<file path="config.mk">
export PLATFORM = sky130hd
export DESIGN_NAME = cfgreg_pair
export DESIGN_NICKNAME = d
export VERILOG_FILES = /design/src/rtl/cfgreg_pkg.sv /design/src/rtl/cfgreg_decode.sv /design/src/rtl/cfgreg_wo_byte.sv /design/src/rtl/cfgreg_por_bit.sv /design/src/rtl/cfgreg_pair.sv
export SDC_FILE = /design/constraint.sdc
export NUM_CORES = 1
export LEC_CHECK = 0
export BUFFER_PORTS_ARGS = -buffer_cell sky130_fd_sc_hd__buf_2
export CAP_MARGIN = 20
export CORE_MARGIN = 2
export CORE_UTILIZATION = 40
export CTS_CLUSTER_SIZE = 24
export DETAILED_ROUTE_END_ITERATION = 6
export PLACE_DENSITY = 0.69
export SETUP_SLACK_MARGIN = 0.05
export SLEW_MARGIN = 40
export SYNTH_ARGS = -nofsm -noshare
export SYNTH_HDL_FRONTEND = slang
export SYNTH_HIERARCHICAL = 1
export SYNTH_SLANG_ARGS = --single-unit
</file>
<file path="constraint.sdc">
create_clock -name clk -period 2.45 [get_ports clk]
set_input_delay 0 -clock clk [delete_from_list [all_inputs] [get_ports clk]]
set_output_delay 0 -clock clk [all_outputs]
set_load 0.01 [all_outputs]
</file>
<file path="src/rtl/cfgreg_pkg.sv">
package cfgreg_pkg;

    localparam int ADDR_W   = 8;
    localparam int REG_W    = 8;
    localparam int TRIP_BIT = 3;

    localparam logic [ADDR_W-1:0] ADDR_OPT_B = 8'h1E;
    localparam logic [ADDR_W-1:0] ADDR_OPT_A = 8'h1F;

    // implemented bits of each register
    localparam logic [REG_W-1:0] MASK_OPT_B   = 8'h03;
    localparam logic [REG_W-1:0] MASK_TRIP    = REG_W'(1) << TRIP_BIT;
    localparam logic [REG_W-1:0] MASK_OPT_A   = ~MASK_TRIP;

    typedef struct packed {
        logic wdog_prescale;
        logic lv_stop_en;
        logic lv_rst_dis;
        logic lv_pwr_dis;
        logic lv_trip_5v;
        logic short_recover;
        logic stop_en;
        logic wdog_dis;
    } opt_a_t;

    typedef struct packed {
        logic [REG_W-3:0] unused;
        logic             osc_run_in_stop;
        logic             sci_clk_src;
    } opt_b_t;

    typedef enum logic [1:0] {
        SEL_NONE  = 2'd0,
        SEL_OPT_B = 2'd1,
        SEL_OPT_A = 2'd2
    } sel_e;

    // Insert the separately held trip bit into the register image.
    function automatic logic [REG_W-1:0] merge_trip(input logic [REG_W-1:0] body,
                                                    input logic             trip);
        logic [REG_W-1:0] r;
        r = body & MASK_OPT_A;
        r[TRIP_BIT] = trip;
        return r;
    endfunction

endpackage

</file>
<file path="src/rtl/cfgreg_decode.sv">
module cfgreg_decode
    import cfgreg_pkg::*;
(
    input  logic [ADDR_W-1:0] addr,
    input  logic              wr,
    input  logic [REG_W-1:0]  img_b,
    input  logic [REG_W-1:0]  img_a,
    output logic              wr_b,
    output logic              wr_a,
    output logic [REG_W-1:0]  rdata
);

    sel_e sel;

    always_comb begin
        if (addr == ADDR_OPT_B)      sel = SEL_OPT_B;
        else if (addr == ADDR_OPT_A) sel = SEL_OPT_A;
        else                         sel = SEL_NONE;
    end

    assign wr_b = wr && (sel == SEL_OPT_B);
    assign wr_a = wr && (sel == SEL_OPT_A);

    always_comb begin
        unique case (sel)
            SEL_OPT_B: rdata = img_b & MASK_OPT_B;
            SEL_OPT_A: rdata = img_a;
            default:   rdata = '0;
        endcase
    end

endmodule

</file>
<file path="src/rtl/cfgreg_wo_byte.sv">
module cfgreg_wo_byte
    import cfgreg_pkg::*;
#(
    parameter logic [REG_W-1:0] IMPL = '1
) (
    input  logic             clk,
    input  logic             rst,
    input  logic             wr_en,
    input  logic [REG_W-1:0] wdata,
    output logic [REG_W-1:0] q,
    output logic             locked
);

    logic [REG_W-1:0] store;

    always_ff @(posedge clk) begin
        if (rst) begin
            locked <= 1'b0;
        end else if (wr_en) begin
            locked <= 1'b1;
        end
    end

    for (genvar i = 0; i < REG_W; i++) begin : g_bit
        if (IMPL[i]) begin : g_impl
            always_ff @(posedge clk) begin
                if (rst)                   store[i] <= 1'b0;
                else if (wr_en && !locked) store[i] <= wdata[i];
            end
        end else begin : g_tie
            assign store[i] = 1'b0;
        end
    end

    assign q = store;

endmodule

</file>
<file path="src/rtl/cfgreg_por_bit.sv">
module cfgreg_por_bit (
    input  logic clk,
    input  logic por_rst,
    input  logic wr_en,
    input  logic d,
    output logic q,
    output logic locked
);

    always_ff @(posedge clk) begin
        if (por_rst) begin
            q      <= 1'b0;
            locked <= 1'b0;
        end else if (wr_en) begin
            if (!locked) q <= d;
            locked <= 1'b1;
        end
    end

endmodule

</file>
<file path="src/rtl/cfgreg_pair.sv">
module cfgreg_pair
    import cfgreg_pkg::*;
(
    input  logic              clk,
    input  logic              rst,
    input  logic              por_rst,
    input  logic [ADDR_W-1:0] bus_addr,
    input  logic              bus_wr,
    input  logic [REG_W-1:0]  bus_wdata,
    output logic [REG_W-1:0]  bus_rdata,
    output logic              opt_osc_run_in_stop,
    output logic              opt_sci_clk_src,
    output logic              opt_wdog_prescale,
    output logic              opt_lv_stop_en,
    output logic              opt_lv_rst_dis,
    output logic              opt_lv_pwr_dis,
    output logic              opt_lv_trip_5v,
    output logic              opt_short_recover,
    output logic              opt_stop_en,
    output logic              opt_wdog_dis
);

    logic             rst_any;
    logic             wr_b, wr_a;
    logic [REG_W-1:0] q_b, q_a_body;
    logic             lock_b, lock_a;
    logic             trip_q, trip_lock;
    logic [REG_W-1:0] img_a;
    opt_a_t           opt_a;
    opt_b_t           opt_b;

    // power-on reset also drives the ordinary domain
    assign rst_any = rst | por_rst;

    cfgreg_decode u_dec (
        .addr  (bus_addr),
        .wr    (bus_wr),
        .img_b (q_b),
        .img_a (img_a),
        .wr_b  (wr_b),
        .wr_a  (wr_a),
        .rdata (bus_rdata)
    );

    cfgreg_wo_byte #(.IMPL(MASK_OPT_B)) u_reg_b (
        .clk    (clk),
        .rst    (rst_any),
        .wr_en  (wr_b),
        .wdata  (bus_wdata),
        .q      (q_b),
        .locked (lock_b)
    );

    cfgreg_wo_byte #(.IMPL(MASK_OPT_A)) u_reg_a (
        .clk    (clk),
        .rst    (rst_any),
        .wr_en  (wr_a),
        .wdata  (bus_wdata),
        .q      (q_a_body),
        .locked (lock_a)
    );

    cfgreg_por_bit u_trip (
        .clk     (clk),
        .por_rst (por_rst),
        .wr_en   (wr_a),
        .d       (bus_wdata[TRIP_BIT]),
        .q       (trip_q),
        .locked  (trip_lock)
    );

    assign img_a = merge_trip(q_a_body, trip_q);
    assign opt_a = opt_a_t'(img_a);
    assign opt_b = opt_b_t'(q_b);

    assign opt_osc_run_in_stop = opt_b.osc_run_in_stop;
    assign opt_sci_clk_src     = opt_b.sci_clk_src;
    assign opt_wdog_prescale   = opt_a.wdog_prescale;
    assign opt_lv_stop_en      = opt_a.lv_stop_en;
    assign opt_lv_rst_dis      = opt_a.lv_rst_dis;
    assign opt_lv_pwr_dis      = opt_a.lv_pwr_dis;
    assign opt_lv_trip_5v      = opt_a.lv_trip_5v;
    assign opt_short_recover   = opt_a.short_recover;
    assign opt_stop_en         = opt_a.stop_en;
    assign opt_wdog_dis        = opt_a.wdog_dis;

endmodule

</file>
-- Word-level counts from Yosys, hierarchy flattened
Index checks and enable logic that the tools add are counted.
- bitwise gates (word level): 2
- eq/ne operators: 4
- reductions and logical operators: 7
- mux-type cells: 3
- operator list (cell ; count):
    == test 8 x 5 -> 1 bit, second input constant ; 2
    one-hot mux 8 bit (2 select lines) ; 1
    logical AND 1 bit ; 4
    2-to-1 mux 2 bit ; 2
    == test 2 x 1 -> 1 bit, second input constant ; 1
    == test 2 bit, second input constant ; 1
    zero test 1 bit ; 2
    AND reduction 2 bit ; 1
    inverter 1 bit ; 1
    OR 1 bit ; 1
- bits in registers: 13
- input bits: 20
- logic and storage cells: 29
- output and inout bits: 18

-- Longest topological paths before layout
Gate-level depths: netlist of run 1.
- depth in word-level cells: 6
- mapped depth: 5

-- By module
The synthesis of run 1 kept the hierarchy.
- modules (own cells, without submodules) (module ; seq. area each (um^2) ; cells each ; area an instance (um^2) ; instances):
    cfgreg_wo_byte at u_reg_a ; 160.2 ; 35 ; 359.1 ; 1
    cfgreg_wo_byte at u_reg_b ; 60.1 ; 19 ; 175.2 ; 1
    cfgreg_decode ; 0.0 ; 23 ; 145.1 ; 1
    cfgreg_por_bit ; 40.0 ; 8 ; 76.3 ; 1
    cfgreg_pair ; 0.0 ; 1 ; 6.3 ; 1

-- Worst setup path after synthesis of run 1
OpenSTA, ideal clock, no wires.
- path kind: input -> register
- start: input bus_addr[5]
- end: register u_reg_a.store[0], in the netlist u_reg_a/q[0]
- path buffers: 1
- required time: 2332 ps
- arrival time: 1734 ps
- cell stages on the path: 5
- library setup time: 118 ps
- path slack: 598 ps
- cells stage by stage: or4b_1 buf_6 nor3_1 and2b_4 o21ai_1
- longest elaborated chain between the ends: 6
- RTL lines (item ; line ; text):
    from (decl) ; cfgreg_pair.sv:7 ; input logic [ADDR_W-1:0] bus_addr,
    == test 8 x 5 -> 1 bit ; cfgreg_decode.sv:17 ; else if (addr == ADDR_OPT_A) sel = SEL_OPT_A;
    2-to-1 mux 2 bit ; cfgreg_decode.sv:17 ;
    2-to-1 mux 2 bit (*) ; cfgreg_decode.sv:16 ; if (addr == ADDR_OPT_B) sel = SEL_OPT_B;
    == test 2 bit (*) ; cfgreg_decode.sv:22 ; assign wr_a = wr && (sel == SEL_OPT_A);
    logical AND 1 bit (*) ; cfgreg_decode.sv:22 ;
    net wr_a ; cfgreg_pair.sv:24 ; logic wr_b, wr_a;
    logical AND 1 bit (*) ; cfgreg_wo_byte.sv:28 ; else if (wr_en && !locked) store[i] <= wdata[i];
    to (signal, indexed assignment) ; cfgreg_wo_byte.sv:28 ;
    to (decl) ; cfgreg_wo_byte.sv:14 ; logic [REG_W-1:0] store;
Mark *: on every way through the listed nets, which the timed path passes. The rest lies on a longest branch.
A chain may end at the register's enable or synchronous reset.

-- Worst setup path after layout of run 1
- start: input bus_addr[5]
- end: register u_reg_a.store[4], in the netlist u_reg_a/q[4]
Same word-level chain as after synthesis.

==> metrics.txt, run 1 <==
Die H=45.89 um; max_cap viols=0; Required @ worst endpoint=2.62 ns; Logic pwr share=10.7%; core region area=1689 sq um; Placed Instance Area=899.6 sq um; Synth Warn #=6; P_sw=89.31 uW; clock root buffer=clkbuf_4; slowest CP cell=or4b_1; crit path buf inv count=2; Hold WS=0.003238 ns; CP startpoint kind=primary input; Sequential Area=260.3 sq um; final wirelength=1644 um; Tmin final=1.428 ns; HP Class=primary input to flop; final worst-path cycle share=58.30%; Worst VDD drop=0.2566 mV; switching share of power=22.98%; maximum number of pins on one net before global-route repair=21; final hold violations=0; Routed Antenna Nets=0; Synth Cell Area=701.9 sq um; Row Count=15; r2r setup slk=1.55 ns; setup TNS=0 ns; Hold-fix buffers, CTS=7; number of fill cells=164; # resized after CTS=0; Final nets=145; I/O Buffers=37; Synth Net Count=97; Worst Tran Pin Value=0.4790 ns; Slew Viols, Final=0; Wirelength per Cell=11.66 um; share of layout cells above drive strength 1=37.10%; first-pass GRT wire length=2532 um; Min-Delay Endpoint=u_reg_a/q[1]$_SDFFE_PP0P_; synthesized instance count=77; post-route cell area=996.0 sq um; Pre-antenna DRT Iters=4; IO Pins=38; hold wc startpoint=bus_wdata[1]; clock share of power=35.0%; TritonCTS clock tree=built; TritonCTS buffer count=3; 1st-iter DRT viols=5; Final Power=388.7 uW; r2r worst-path depth=2; global route overflow=0; hold-critical path depth=3; vias=730; H-tree lvl count=1; initial antenna violation count=0; Fmax=700.1 MHz; Int Pwr=299.4 uW; post-synthesis area per instance=9.116 sq um; CTS clk-pin slew, worst paths=0.08 ns; Final HPWL DP=1168 um; PwrDens=390.3 nW/um^2; critical path class=primary input to flop; Starting Density=41.56%; multi-input logic area=399.1 sq um; r2r endpoint=u_reg_a/q[4]$_SDFFE_PP0P_; Setup crit end kind=flop; Area growth syn-to-layout=41.89%; critical path peak fanout=12; max_slew headroom=68.07%; skew final=0.004624 ns; RSZ-0062 raised after global routing=no; Reg-to-Reg Start=u_reg_a/locked$_SDFFE_PP0P_; Vias/cell=5.177; routability congestion estimate=0.7044; LEAKAGE=0.4258 nW; die outline width=45.89 um; family with the most delay on the worst path=simple AND/OR/NAND/NOR gates; Crit path largest cell delay=0.74 ns; setup violators final=0; DR DRC count=0; setup repair bufs after CTS=0; crit-path cells=buf_2 > or4b_1 > nor3_1 > buf_4 > and2b_4 > o21ai_1; clk buf depth=2; CP arrival=1.60 ns; Finished Core Util=58.96%; Die ar.=2106 sq um; status=finished clean; clk_lat worst skew=0.28 ns; Antenna Cells=0; # clock sinks=13; Sequential Power Share=54.4%; vias in the first global route=652; total track usage=16.50%
[worst min-delay path, stage by stage]
cell and delay (ns):
buf_2 0.11, nand4bb_1 0.08, o21ai_1 0.06
[final cells by class]
type | count | share of cell area, %
inverter | 7 | 2.638
clock buffer | 4 | 2.638
tap | 17 | 2.136
multi-input combinational | 55 | 40.08
sequential | 13 | 26.13
timing repair buffer | 45 | 26.38
[flip-flops by register name (all words and copies together) (netlist names)]
| name | count |
|---|---|
| u_reg_a/q | 7 |
| u_reg_b/q | 2 |
| u_reg_a/locked | 1 |
| u_reg_b/locked | 1 |
| u_trip/locked | 1 |
| u_trip/q | 1 |
[metrics by stage]
stage	worst slack, ns	instances
after floorplan	0.5980	77
final	1.022	141
after detailed placement	0.7403	130
after global routing	0.9606	141
after CTS	1.044	141
after global placement	0.7869	130
[power groups by stage]
stage	Sequential, mW	Clock, mW	Combinational (mW)
finish	0.211	0.136	0.0414
global route	0.211	0.147	0.0441
CTS	0.211	0.142	0.0412
detailed placement	0.216	0	0.0326
global placement	0.216	0	0.0322
floorplan	0.216	0	0.0143
[cells in the final DEF (no fill, tap or decap), drive strengths merged]
cell / instances
nand3: 1
nor2: 6
nor3: 9
or2: 1
buf: 38
o21ai: 10
dlygate4sd3: 7
and2b: 1
dfxtp: 13
nor4: 1
nand4: 1
mux2i: 2
nor2b: 2
inv: 7
nand4bb: 10
or4b: 1
clkbuf: 4
nand2b: 10
[worst max-delay path by stage]
stage / startpoint / end / slack (ns) / depth (start not counted)
after global routing: bus_addr[5] / u_reg_a/q[1]$_SDFFE_PP0P_ / 0.96 / 6
after CTS: bus_addr[5] / u_reg_a/q[2]$_SDFFE_PP0P_ / 1.04 / 6
after floorplan: bus_addr[5] / u_reg_a/q[0]$_SDFFE_PP0P_ / 0.60 / 5
after detailed placement: bus_addr[5] / u_reg_a/q[4]$_SDFFE_PP0P_ / 0.74 / 6
final: bus_addr[5] / u_reg_a/q[4]$_SDFFE_PP0P_ / 1.02 / 6
after global placement: bus_addr[5] / u_reg_a/q[4]$_SDFFE_PP0P_ / 0.79 / 6
[per-layer routing]
layer	track usage, %	vias to the layer above	wire, um
li1	-	365	-
met1	21.26	335	765
met2	26.39	28	755
met3	2.381	2	106
met4	8.571	0	18
met5	0	-	0
(Power assumes the default switching activity.)
==> run 2, diff against run 1 <==
==> constraint.sdc (replaced) <==
create_clock -name clk -period 1.4 [get_ports clk]
set_input_delay 0 -clock clk [delete_from_list [all_inputs] [get_ports clk]]
set_output_delay 0 -clock clk [all_outputs]
set_load 0.01 [all_outputs]
==> run 2 against run 1 <==
Against the previous run:
- setup slack got worse by 0.87 ns
- combinational power up 85%
- critical path depth decreased by 1
- routed wire length grew 7.8%
- sequential power increased by 75%
- register-to-register slack worse by 1.1 ns
- clock skew up 0.0027 ns
- total power rose by 76%
- highest routed layer is now met3
- critical endpoint is now u_reg_a/q[7]$_SDFFE_PP0P_
- sequential share of layout area down 1.1 points
- cell count grew 2.8%
==> metrics.txt, run 2 (synthesis results as in run 1) <==
skew final=0.007347 ns (+0.002724 ns); clock root buffer=clkbuf_4; 1st-iter DRT viols=7 (+2); routability congestion estimate=0.7344 (+4.3%); LEAKAGE=0.4567 nW (+7.3%); multi-input logic area=414.1 sq um (+3.8%); status=finished clean; Hold WS=0.01283 ns (+0.009596 ns); Fmax=803.4 MHz; crit-path cells=dlygate4sd3_1 > buf_2 > or2_1 > nand2b_1 > o21ai_2; final worst-path cycle share=88.91%; # clock sinks=13 (unchanged); Antenna Cells=0 (unchanged); Final nets=149 (+2.8%); TritonCTS buffer count=3 (unchanged); Logic pwr share=11.2% (+0.5 points); vias=746 (+2.2%); Routed Antenna Nets=0 (unchanged); PwrDens=658.8 nW/um^2 (+69%); TritonCTS clock tree=built; vias in the first global route=644 (-1.2%); Pre-antenna DRT Iters=4 (unchanged); RSZ-0062 raised after global routing=no; P_sw=159.2 uW (+78%); CTS clk-pin slew, worst paths=0.09 ns (about the same); commonest non-fill, non-tap cell in the layout=buf_2; total track usage=17.31% (+0.81 points); HP Class=primary input to flop; clk_lat worst skew=0.28 ns (about the same); Setup crit end kind=flop; CP arrival=1.46 ns (-0.14 ns); maximum number of pins on one net before global-route repair=21 (unchanged); setup repair bufs after CTS=0 (unchanged); core region area=1689 sq um (unchanged); Sequential Power Share=54.1% (-0.3 points); final wirelength=1773 um (+7.8%); critical path class=primary input to flop; Die ar.=2106 sq um (unchanged); clk buf depth=2 (unchanged); Row Count=15 (unchanged); max_cap viols=0 (unchanged); Die H=45.89 um (unchanged); initial antenna violation count=0 (unchanged); critical path peak fanout=20 (+8); max reg flops=7 (unchanged); Final HPWL DP=1276 um (+9.3%); Sequential Area=260.3 sq um (unchanged); CP startpoint kind=primary input; die outline width=45.89 um (unchanged); final hold violations=0 (unchanged); Worst VDD drop=0.5090 mV (+98%); Regs by FF count=u_reg_a/q (7), u_reg_b/q (2); Largest Register=u_reg_a/q; Finished Core Util=61.48% (+2.5 points); IO Pins=38 (unchanged); Worst Tran Pin Value=0.5007 ns (+0.02171 ns); Starting Density=41.56% (unchanged); I/O Buffers=37 (unchanged); share of layout cells above drive strength 1=41.41% (+4.3 points); global route overflow=0 (unchanged); Final Power=684.1 uW (+76%); Tmin final=1.245 ns; Int Pwr=525.0 uW (+75%); post-route cell area=1039 sq um (+4.3%); Wirelength per Cell=12.23 um (+4.9%); Placed Instance Area=952.2 sq um (+5.8%); Vias/cell=5.145 (-0.63%); clock share of power=34.8% (-0.2 points); switching share of power=23.26% (+0.29 points); H-tree lvl count=1 (unchanged); Area growth syn-to-layout=47.95%; Crit path largest cell delay=0.53 ns (-0.21 ns); DR DRC count=0 (unchanged); Slew Viols, Final=0 (unchanged); max_slew headroom=66.62% (-1.4 points); first-pass GRT wire length=2628 um (+3.8%); Required @ worst endpoint=1.61 ns (-1.01 ns); commonest cells after routing, fill and taps aside=buf_2, dfxtp_1, nand2b_1, nand4bb_1; number of fill cells=152 (-7.3%); setup violators final=0 (unchanged); slowest CP cell=dlygate4sd3_1
==> run 2: changes by cell type in the layout (fill, tap and decap cells not counted) <==
cell | previous run | this run
or4b_4 | 0 | 1
nor3_1 | 9 | 8
or4b_1 | 1 | 0
dlygate4sd3_1 | 7 | 6
nor3_4 | 0 | 1
buf_4 | 1 | 6
==> run 2: critical path: cells and delay by family <==
kind	cells	cell delay (ns)
AOI/OAI and AO/OA	1	0.12
and+or+nand+nor	2	0.67
buffers and inverters	2	0.67
==> run 2: worst paths after layout <==
check                                                  to                        start  depth (start not counted)  slack, ns
worst max-delay path            u_reg_a/q[7]$_SDFFE_PP0P_                      por_rst                          5       0.16
worst min-delay path            u_reg_b/q[0]$_SDFFE_PP0P_                 bus_wdata[0]                          3       0.01
worst min register to register  u_reg_b/q[0]$_SDFFE_PP0P_    u_reg_b/q[0]$_SDFFE_PP0P_                          2       0.49
worst max register to register  u_reg_a/q[1]$_SDFFE_PP0P_  u_reg_a/locked$_SDFFE_PP0P_                          2       0.47
==> run 2: what timing repair did <==
action | in CTS | in global routing
hold buffers | 6 | 0
resized for setup | 0 | 0
endpoints found under the hold margin | 6 | 0
==> run 2: routing by layer <==
metal	vias to the layer above	share of wire [%]	track usage, %
met5	-	0	0
met4	0	0	6.857
met3	0	4.3	2.381
met2	26	51	30.00
met1	344	44	21.26
li1	376	-	-
==> run 2: layout make-up <==
type	count	area share [%]
clock buffer	4	2.530
inverter	7	2.530
multi-input combinational	55	39.88
sequential	13	25.06
tap	17	2.048
timing repair buffer	49	27.95
==> run 2: power by group through the flow <==
| stage | Sequential [mW] | Combinational [mW] | Clock [mW] |
|---|---|---|---|
| 2_1_floorplan | 0.379 | 0.0274 | 0 |
| 3_3_place_gp | 0.379 | 0.0614 | 0 |
| 3_5_place_dp | 0.379 | 0.0625 | 0 |
| 4_1_cts | 0.370 | 0.0754 | 0.247 |
| 5_1_grt | 0.370 | 0.0821 | 0.263 |
| 6_report | 0.370 | 0.0764 | 0.238 |
==> run 2: through the flow <==
stage	setup TNS, ns	cells	setup slack (ns)
2_1_floorplan	-0.1854	77	-0.02921
3_3_place_gp	0	135	0.004955
3_5_place_dp	-0.03219	135	-0.03219
4_1_cts	0	145	0.1873
5_1_grt	0	145	0.07640
6_report	0	145	0.1553
